[src/rtl/async_mem_ctrl.sv]
module async_mem_ctrl #(
  parameter int AW = 24
) (
  input  logic          clk,
  input  logic          rst_n,
  input  logic [31:0]   cfg,
  input  logic          req_valid,
  input  logic          req_write,
  input  logic          req_wide,
  input  logic [AW-1:0] req_addr,
  input  logic [31:0]   req_wdata,
  output logic          req_ready,
  output logic [31:0]   req_rdata,
  output logic          cs_n,
  output logic          oe_n,
  output logic          we_n,
  output logic [AW-3:0] ext_addr,
  output logic [1:0]    ext_ba,
  output logic [15:0]   dq_out,
  output logic          dq_oe,
  input  logic [15:0]   dq_in
);
  typedef enum logic [2:0] {IDLE, TURN, SETUP, STROBE, HOLD} st_t;

  st_t          st;
  logic [5:0]   cnt;
  logic [31:0]  c, d, rdat;
  logic [AW-1:0] a;
  logic         wr, split, half, prev_rd, rdy;
  logic         unused_bits;

  wire acc = (st == IDLE) && req_valid && !rdy;
  wire [5:0] n_setup  = wr ? {2'b0, c[29:26]} : {2'b0, c[16:13]};
  wire [5:0] n_strobe = wr ? c[25:20] : c[12:7];
  wire [5:0] n_hold   = wr ? {3'b0, c[19:17]} : {3'b0, c[6:4]};
  wire [5:0] a_setup  = req_write ? {2'b0, cfg[29:26]} : {2'b0, cfg[16:13]};
  wire       busy     = (st == SETUP) || (st == STROBE) || (st == HOLD);

  assign unused_bits = ^{c[30], c[3:0], cfg[30]};

  always_ff @(posedge clk or negedge rst_n) begin
    if (!rst_n) begin
      st <= IDLE; cnt <= '0; c <= '0; d <= '0; rdat <= '0; a <= '0;
      wr <= 1'b0; split <= 1'b0; half <= 1'b0; prev_rd <= 1'b0; rdy <= 1'b0;
    end else begin
      rdy <= 1'b0;
      unique case (st)
        IDLE: if (acc) begin
          c <= cfg; wr <= req_write; a <= req_addr; d <= req_wdata;
          split <= req_wide && (cfg[1:0] == 2'd1);
          half <= 1'b0; rdat <= '0;
          if (req_write && prev_rd && cfg[3:2] != 2'd0) begin
            st <= TURN; cnt <= {4'b0, cfg[3:2] - 2'd1};
          end else begin
            st <= SETUP; cnt <= a_setup;
          end
        end
        TURN:
          if (cnt == 0) begin st <= SETUP; cnt <= n_setup; end
          else cnt <= cnt - 6'd1;
        SETUP:
          if (cnt == 0) begin st <= STROBE; cnt <= n_strobe; end
          else cnt <= cnt - 6'd1;
        STROBE:
          if (cnt == 0) begin
            if (!wr) begin
              if (half) rdat[31:16] <= dq_in;
              else      rdat[15:0]  <= dq_in;
            end
            st <= HOLD; cnt <= n_hold;
          end else cnt <= cnt - 6'd1;
        HOLD:
          if (cnt != 0) cnt <= cnt - 6'd1;
          else if (split && !half) begin
            half <= 1'b1; st <= SETUP; cnt <= n_setup;
          end else begin
            st <= IDLE; rdy <= 1'b1; prev_rd <= !wr;
          end
        default: st <= IDLE;
      endcase
    end
  end

  assign cs_n      = !((st == STROBE) || (!c[31] && busy));
  assign oe_n      = !((st == STROBE) && !wr);
  assign we_n      = !((st == STROBE) && wr);
  assign dq_oe     = wr && busy;
  assign dq_out    = half ? d[31:16] : d[15:0];
  assign ext_addr  = a[AW-1:2];
  assign ext_ba    = split ? {half, 1'b0} : a[1:0];
  assign req_ready = rdy;
  assign req_rdata = rdat;

  p_strobe_excl_r11: assert property (@(posedge clk) disable iff (!rst_n)
    !(!oe_n && !we_n));
  p_no_drive_on_read_r11: assert property (@(posedge clk) disable iff (!rst_n)
    !oe_n |-> !dq_oe);
  p_strobe_has_cs_r4: assert property (@(posedge clk) disable iff (!rst_n)
    (!oe_n || !we_n) |-> !cs_n);
  p_ready_pulse_r10: assert property (@(posedge clk) disable iff (!rst_n)
    req_ready |=> !req_ready);
  p_addr_stable_r5: assert property (@(posedge clk) disable iff (!rst_n)
    (!cs_n && $past(!cs_n)) |-> $stable(ext_addr));
endmodule

[config.mk]
export PLATFORM = sky130hd
export DESIGN_NAME = async_mem_ctrl
export DESIGN_NICKNAME = d
export VERILOG_FILES = /design/src/rtl/async_mem_ctrl.sv
export SDC_FILE = /design/constraint.sdc
export NUM_CORES = 1
export LEC_CHECK = 0
export BUFFER_PORTS_ARGS = -buffer_cell sky130_fd_sc_hd__buf_2
export CAP_MARGIN = 15
export CORE_ASPECT_RATIO = 0.6
export CORE_MARGIN = 2
export CORE_UTILIZATION = 50
export CTS_CLUSTER_DIAMETER = 40
export DETAILED_ROUTE_END_ITERATION = 7
export PLACE_DENSITY = 0.78
export SETUP_SLACK_MARGIN = 0.1
export SLEW_MARGIN = 5
export SYNTH_ARGS = -nofsm -noshare
export SYNTH_HDL_FRONTEND = slang
export SYNTH_SLANG_ARGS = --single-unit
[constraint.sdc]
create_clock -name clk -period 2.9 [get_ports clk]
set_input_delay 0.145 -clock clk [delete_from_list [all_inputs] [get_ports clk]]
set_output_delay 0.145 -clock clk [all_outputs]
set_load 0.02 [all_outputs]
# Word-level counts from Yosys, hierarchy flattened
# Index checks and enable logic that the tools add are counted.
# W data, S select, Z words.
dict set report classes {
  addsub 2
  eq_ne 15
  muxes 35
  bitwise 2
  reduce_logical 34
}
# operator n
set op_table {}
lappend op_table {{$mux W32} 3}
lappend op_table {{$pmux W32 S2} 1}
lappend op_table {{$mux W16} 3}
lappend op_table {{$mux W6} 7}
lappend op_table {{$pmux W6 S5} 1}
lappend op_table {{$mux W3} 6}
lappend op_table {{$pmux W3 S5} 1}
lappend op_table {{$reduce_and A5 Y1} 3}
lappend op_table {{$ne A2 B2 Y1 const B} 7}
lappend op_table {{$mux W4} 3}
lappend op_table {{$logic_and A1 B1 Y1} 10}
lappend op_table {{$logic_not A1 Y1} 7}
lappend op_table {{$eq A3 B2 Y1 const B} 2}
lappend op_table {{$logic_not A6 Y1} 1}
lappend op_table {{$mux W1} 6}
lappend op_table {{$mux W2} 3}
lappend op_table {{$reduce_and A3 Y1} 2}
lappend op_table {{$reduce_bool A2 Y1} 3}
lappend op_table {{$reduce_bool A6 Y1} 1}
lappend op_table {{$sub A6 B1 Y6 const B} 1}
lappend op_table {{$reduce_bool A5 Y1} 1}
lappend op_table {{$ne A2 B1 Y1 const B} 2}
lappend op_table {{$reduce_and A4 Y1} 1}
lappend op_table {{$eq A3 B1 Y1 const B} 1}
lappend op_table {{9 further kinds} 12}
dict set report totals {
  ff_bits 134
  word_cells 100
}

# Depth between registers and ports, before layout
# Gate-level depths: netlist (run 1).
dict set report logic_depth {
  word_depth 6
  depth_mapped 8
  depth_no_buf 7
}

# Worst setup path after synthesis (run 1)
# No wires, ideal clock.
dict set report synth_path {
  path_kind {register -> register}
  from {register cnt[0]}
  to {register cnt[3]}
  setup_ps 125
  t_arrival_ps 2037
  setup_slack_ps 738
  path_stages_with_launch 8
  synth_period_minus_slack_ps 2162
  path_cell_list {dfrtp_1 -> inv_1 -> ha_1 -> or4b_4 -> buf_6 -> o31ai_1 -> a21o_2 -> mux2_2}
}
dict set report synth_via {
  elab_chain_cells 3
  word_cells_on_any_way 10
  cone_classes {add/sub (1); eq/ne (1); mux (5); reduce/logical (3)}
}
# element line
set synth_lines {}
lappend synth_lines {{start, declared} 26} ;# logic [5:0] cnt;
lappend synth_lines {{start signal, assigned} 60} ;# else cnt <= cnt - 6'd1;
lappend synth_lines {{start signal, assigned} 63} ;# else cnt <= cnt - 6'd1;
lappend synth_lines {{start signal, assigned} 71} ;# end else cnt <= cnt - 6'd1;
lappend synth_lines {{$sub A6 B1 Y6, or another cell as far along} n/a}
lappend synth_lines {{$mux W6, or another cell as far along} 73} ;# if (cnt != 0) cnt <= cnt - 6'd1;
lappend synth_lines {{$pmux W6 S5 or $reduce_and A3 Y1 (tied branches)} n/a}
# Several ways; a longest one is shown, not always the timed one.
# A chain may end at the register's enable or synchronous reset.

# Worst setup path after layout (run 1)
dict set report layout_path {
  from {register st[2]}
  to {register split}
}
dict set report layout_via {
  elab_chain_cells 4
}
# element line
set layout_lines {}
lappend layout_lines {{start, declared} 25} ;# st_t st;
lappend layout_lines {{start signal, assigned} 43} ;# st <= IDLE; cnt <= '0; c <= '0; d <= '0; rdat <= '0; a <= '0;
lappend layout_lines {{start signal, assigned} 53} ;# st <= TURN; cnt <= {4'b0, cfg[3:2] - 2'd1};
lappend layout_lines {{start signal, assigned} 55} ;# st <= SETUP; cnt <= a_setup;
lappend layout_lines {{$logic_not A3 Y1 *} {32, 47}}
lappend layout_lines {{$logic_and A1 B1 Y1 (2 in series)} 32} ;# wire acc = (st == IDLE) && req_valid && !rdy;
lappend layout_lines {{$reduce_and A2 Y1 (no line) *} n/a}
lappend layout_lines {{end signal, assigned} 50} ;# split <= req_wide && (cfg[1:0] == 2'd1);
lappend layout_lines {{end, declared} 29} ;# logic wr, split, half, prev_rd, rdy;
# Every way passes the cells marked *; elsewhere a longest branch is shown, timed or not.

==> reports/qor.csv, run 1 <==
metric,value,unit
yosys_warnings,0,
whs_path_depth,2,
critPathKind,flip-flop to flip-flop,
fp.dieH,88.4,um
whs,17.7,ps
drc,0,
wl,15400,um
synth_async_sr_flop_share,100,%
r2r_start,st[2],
drv_slew,0,
synthAdderAreaFrac,0.422,%
power.total,7.96,mW
root_buffer,clkbuf_16,
rr_worst_depth,5,
ys_ff_latch,129,
fin_crit,2630,ps
p_comb_share,37.0,%
antennaDiodeCount,0,
pin_count,186,
grt_usage,24.8,%
drive_above_1_share,43.7,%
synth_top_family_by_area,multiplexers,
clockBufferDepth,2,
synth.distinct_cells,53,
dp_hpwl,9760,um
p_leak,4.27,nW
cts_tree,yes,
syn_area_per_cell,11.7,um^2
area_growth_syn_to_layout,41.8,%
grt_max_degree,84,
nets,876,
fmax,380,MHz
synthSimpleGateAreaFrac,8.77,%
mappedNetlistArea,0.00594,mm^2
reg2reg_slack,270,ps
drtAntennaViolNets,0,
first_global_vias,4913,
synth_compound_area_share,8.81,%
maxSlewHeadroom,27.2,%
numCtsBuffers,17,
grt_overflow,0,
initial_core_util,51.8,%
synth_nets,619,
grt_pass1_wl,24200,um
dieArea,0.0128,mm^2
coreArea,0.0114,mm^2
clk_pin_slew,60,ps
rows,30,
clock_skew,12.2,ps
switching_share,35.6,%
outcome,"finished, final reports clean",
internal_power,5.12,mW
seq_power_share,36.7,%
synth_top_cell_by_area,dfrtp_1,
numClockSinks,129,
gp_congestion,0.885,
drtIter0Drc,305,
final_util,73.5,%
synth_top_area_share,54.4,%
vias_per_cell,5.18,
fin_setup_tns,0,ps
vdd.ir_drop.worst,540,uV
tightestPinTransition,1090,ps
detail_route.wl_per_cell,16.4,um
powerDensity,946,mW/mm^2
rr_endpoint,split,
antenna_found_initial,0,
drv_cap,0,
synthCells,508,
startpoint_type,flip-flop,
synth.area.mux_share,21.8,%
ys_top_cells_by_area,"dfrtp_1, mux2_2, nand2_1",
period_share,90.7,%
setup_viol,0,
synth_edf_count,0,
route.vias.total,4857,
ys_seq_area_share,54.4,%
hold_viol,0,
synthXorXnorAreaFrac,0.295,%
critical_path_arrival,2970,ps
p_sw,2.84,mW
dr.pass1.iters,6,
hold_path_class,primary input to flip-flop,
cp-end-kind,flip-flop,
die_x,145,um
p_clk_share,26.3,%
port_buffers,184,
rsz0062_at_grt,false,
ctsHtreeMaxLevel,4,
worstPathRequired,3240,ps
min-delay-start,req_addr[4],
cts_setup_buffers,0,
ys.flop_type,dfrtp_1,
clk_latency,410,ps
holdPathEnd,a[4],
crit_fanout,83,
synth_stat cells, types with 2 or more instances:
cell type and instances:
a21oi_1 8, a22oi_1 2, a31oi_1 3, buf_1 8, buf_2 5, buf_4 23, clkbuf_1 14, dfrtp_1 129
ha_1 2, inv_1 9, mux2_2 108, mux2i_1 8, nand2_1 69, nand2b_1 2, nand3_1 2, nor2_1 11
nor2b_1 5, nor3_1 5, nor4_1 4, o211ai_1 2, o21ai_0 44, o21ai_1 4, o22ai_1 3, o31a_1 2
o31ai_1 6, or3_1 3
layout by cell type, fill, tap and decap left out, types with 2 or more instances in the layout:
master and n:
bufinv_16 2, o22ai_1 3, inv_6 5, nand3_1 2, mux2_2 108, clkinv_4 2
o31ai_1 6, clkinv_2 2, or3_1 3, nor4_1 4, a21oi_1 8, nand2_1 68
ha_1 2, nor2b_1 5, buf_12 2, nor3_1 5, clkinvlp_4 3, a22oi_1 2
o21ai_0 43, a31oi_1 3, o21ai_1 4, buf_4 8, o31a_1 2, o211ai_1 2
buf_2 183, inv_1 9, nand2b_1 2, mux2i_1 8, clkbuf_16 17, nor2_1 11
dlygate4sd3_1 96, dfrtp_1 129
power by group through the flow:
stage	sequential (mW)	clock, mW	combinational [mW]
2_1_floorplan	2.97	0	2.03
3_3_place_gp	2.87	0	2.72
3_5_place_dp	2.93	0	2.82
4_1_cts	2.91	2.13	2.94
5_1_grt	3.01	2.21	3.21
6_report	2.92	2.09	2.95
worst max-delay path, cell delays in order (launching register included):
cell	delay, ps
dfrtp_1	590
nor3_1	660
nand2_4	160
buf_12	280
o31ai_1	250
dlygate4sd3_1	570
stage by stage:
stage	cell area (um^2)	std cells	setup WS [ps]
6_report	8420	938	270
4_1_cts	8420	938	311
3_5_place_dp	6870	810	455
3_3_place_gp	6870	810	574
5_1_grt	8420	938	144
2_1_floorplan	5940	508	738
sequential cells by signal, indices dropped and copies added, names as in the netlist:
| register | cells |
|---|---|
| req_ready | 1 |
| d | 32 |
| req_rdata | 32 |
| cnt | 6 |
| wr | 1 |
| split | 1 |
| prev_rd | 1 |
| st | 3 |
| a | 24 |
| half | 1 |
| c | 27 |
layer usage:
metal	track usage [%]	vias up	routed length (um)
met5	0	-	0
met4	6.09	0	114
met3	5.68	14	989
met2	43.1	218	7620
met1	32.1	2335	6680
li1	-	2290	-
worst max path at each step:
stage,startpoint,end,slack [ps],cells after the start
after global routing,st[2],split,140,5
after detailed placement,cnt[0],req_rdata[2],450,6
after CTS,st[2],split,310,5
after global placement,cnt[0],req_rdata[4],570,6
after floorplan,cnt[0],cnt[3],740,7
final,st[2],split,270,5
final cells by class:
class	count	area (um^2)
repair buffers	289	1980
fillers	799	3030
clock inverters	14	154
inverters	9	33.8
clock buffers	18	429
well taps	160	200
flip-flops and latches	129	3230
multi-input cells	319	2390
what timing repair did:
| item | in CTS | in global routing |
|---|---|---|
| endpoints found under the hold margin | 140 | 0 |
| gates resized for setup | 0 | 0 |
| hold buffers | 96 | 0 |
cells by family (layout without fill, tap and decap cells):
family / count (synthesis) / in the layout
flops: 129 / 129
xor+xnor: 2 / 2
compound gates: 87 / 87
fa+ha+maj: 2 / 2
buf+inv: 60 / 330
simple gates: 112 / 112
mux: 116 / 116
(Power assumes the default switching activity.)
==> run 2, diff against run 1 <==
--- a/config.mk
+++ b/config.mk
@@ -12,7 +12,7 @@
 export CORE_UTILIZATION = 50
 export CTS_CLUSTER_DIAMETER = 40
 export DETAILED_ROUTE_END_ITERATION = 7
-export PLACE_DENSITY = 0.78
+export PLACE_DENSITY_LB_ADDON = 0.2
 export SETUP_SLACK_MARGIN = 0.1
 export SLEW_MARGIN = 5
 export SYNTH_ARGS = -nofsm -noshare
==> reports/qor.csv, run 2 (same netlist as run 1, synthesis figures left out) <==
metric,value,unit,change
max_stage_delay,600,ps,was 660 ps
switching_share,35.2,%,was 35.6%
ctsHtreeMaxLevel,4,,unchanged
worstPathRequired,3190,ps,was 3240 ps
numClockSinks,129,,unchanged
die_x,145,um,unchanged
path_delay_family,simple AND/OR/NAND/NOR gates,,was buffers and inverters
drv_cap,0,,unchanged
powerDensity,962,mW/mm^2,was 946 mW/mm^2
fin_crit,2430,ps,was 2630 ps
area_growth_syn_to_layout,43.2,%,was 41.8%
initial_core_util,51.8,%,unchanged
numCtsBuffers,17,,unchanged
outcome,"finished, final reports clean",,unchanged
clock_skew,7.87,ps,was 12.2 ps
grt_usage,24.9,%,was 24.8%
fin_setup_tns,0,ps,unchanged
first_global_vias,4935,,was 4913
seq_power_share,35.9,%,was 36.7%
clockBufferDepth,2,,unchanged
tightestPinTransition,753,ps,was 1090 ps
clk_latency,410,ps,about the same
cp-startpoint,cnt[0],,was st[2]
drive_above_1_share,43.8,%,was 43.7%
port_buffers,184,,unchanged
crit_fanout,17,,was 83
slowest_stage,or4b_4,,was nor3_1
crit_end,req_rdata[0],,was split
grt_max_degree,59,,was 84
p_clk_share,27.9,%,was 26.3%
antennaDiodeCount,0,,unchanged
hold_path_class,primary input to flip-flop,,unchanged
gp_congestion,0.925,,was 0.885
dp.cells,811,,was 810
r2r_start,cnt[0],,was st[2]
rr_endpoint,req_rdata[0],,was split
rows,30,,unchanged
internal_power,5.31,mW,was 5.12 mW
fin_cells,943,,was 938
final_common_cell,buf_2,,unchanged
root_buffer,clkbuf_16,,unchanged
grt_overflow,0,,unchanged
route.vias.total,4816,,was 4857
dp_hpwl,9780,um,was 9760 um
dieArea,0.0128,mm^2,unchanged
p_comb_share,36.2,%,was 37.0%
period_share,83.7,%,was 90.7%
busiest_layer,met2,,unchanged
use_met2,41.3,%,was 43.1%
path_depth,8,,was 5
whs,30.7,ps,was 17.7 ps
clk_pin_slew,60,ps,about the same
drc,0,,unchanged
maxSlewHeadroom,49.8,%,was 27.2%
drtIter0Drc,257,,was 305
nets,881,,was 876
rr_worst_depth,8,,was 5
drv_slew,0,,unchanged
grt_pass1_wl,24400,um,was 24200 um
nFillCells,789,,was 799
cp-end-kind,flip-flop,,unchanged
reg2reg_slack,470,ps,was 270 ps
wl,15400,um,about the same
rsz0062_at_grt,false,,unchanged
dr.pass1.iters,4,,was 6
cp_num_buf_inv,2,,unchanged
detail_route.wl_per_cell,16.3,um,was 16.4 um
critical_path_arrival,2710,ps,was 2970 ps
fp.dieH,88.4,um,unchanged
critPathKind,flip-flop to flip-flop,,unchanged
p_leak,4.32,nW,was 4.27 nW
vias_per_cell,5.11,,was 5.18
vdd.ir_drop.worst,600,uV,was 540 uV
mostFrequentLayoutCells,"buf_2, dfrtp_1, mux2_2",,unchanged
coreArea,0.0114,mm^2,unchanged
fmax,412,MHz,was 380 MHz
grt_use_met3,6.44,%,was 5.68%
drtAntennaViolNets,0,,unchanged
power.total,8.18,mW,was 7.96 mW
worstPathCellList,inv_1 -> ha_1 -> or4b_4 -> nor4_1 -> o21ai_2 -> buf_6 -> nand2_1 -> o21ai_0,,was nor3_1 -> nand2_4 -> buf_12 -> o31ai_1 -> dlygate4sd3_1
hold_viol,0,,unchanged
antenna_found_initial,0,,unchanged
setup_viol,0,,unchanged
post-place-ws,436,ps,was 455 ps
cts_setup_buffers,0,,unchanged
setup_ws,474,ps,was 270 ps
met1_usage,32.9,%,was 32.1%
cts_tree,yes,,unchanged
startpoint_type,flip-flop,,unchanged
pin_count,186,,unchanged
p_sw,2.88,mW,was 2.84 mW
## run 2: cell types whose count changed in the layout (fill, tap and decap cells not counted), sizes merged
cell and delta:
buf +2, bufinv +2, dlygate4sd3 +3, clkinvlp -1
clkbuf -1
## run 2: layout make-up
| cell class | instances | area, um^2 | area share, % |
|---|---|---|---|
| Sequential cell | 129 | 3230 | 38.0 |
| Multi-Input combinational cell | 319 | 2390 | 28.2 |
| Timing Repair Buffer | 294 | 2010 | 23.7 |
| Clock buffer | 17 | 425 | 5.00 |
| Clock inverter | 15 | 206 | 2.43 |
| Tap cell | 160 | 200 | 2.36 |
| Inverter | 9 | 33.8 | 0.397 |
## run 2: power by group through the flow
stage,logic (mW),registers (mW),clock network (mW)
floorplan,2.03,2.97,0
global placement,2.72,2.88,0
detailed placement,2.81,2.94,0
CTS,2.94,2.92,2.32
global route,3.23,3.02,2.41
finish,2.96,2.93,2.29
## run 2: worst min-delay path by stage
| stage | start | to | cells past startpoint | slack, ps |
|---|---|---|---|---|
| 6_report | dq_in[0] | req_rdata[0] | 3 | 30 |
| 5_1_grt | dq_in[0] | req_rdata[0] | 3 | 30 |
| 4_1_cts | dq_in[0] | req_rdata[0] | 3 | 1 |
| 3_5_place_dp | rst_n | a[21] | 1 | 250 |
| 3_3_place_gp | rst_n | a[20] | 1 | 240 |
| 2_1_floorplan | rst_n | a[0] | 0 | -150 |
## run 2: timing repair
item | CTS | global route
endpoints found under the hold margin | 162 | 0
hold buffers | 99 | 0
endpoints found under the setup margin | 0 | 0
resized for setup | 0 | 0
## run 2: per-layer routing
metal	part of all wire, %	vias up
li1	-	2292
met1	44	2326
met2	48	181
met3	6.3	17
met4	1.1	0
met5	0	-
## run 2: worst min-delay path: stages
cell and delay [ps]:
buf_2 100, nand2_1 70, o21ai_0 80
## run 2: metrics by stage
stage / util, % / instance area (um^2)
final: 74.3 / 8500
after global routing: 74.3 / 8500
after CTS: 74.2 / 8490
after detailed placement: 60.0 / 6870
after global placement: 60.0 / 6870
after floorplan: - / 5940
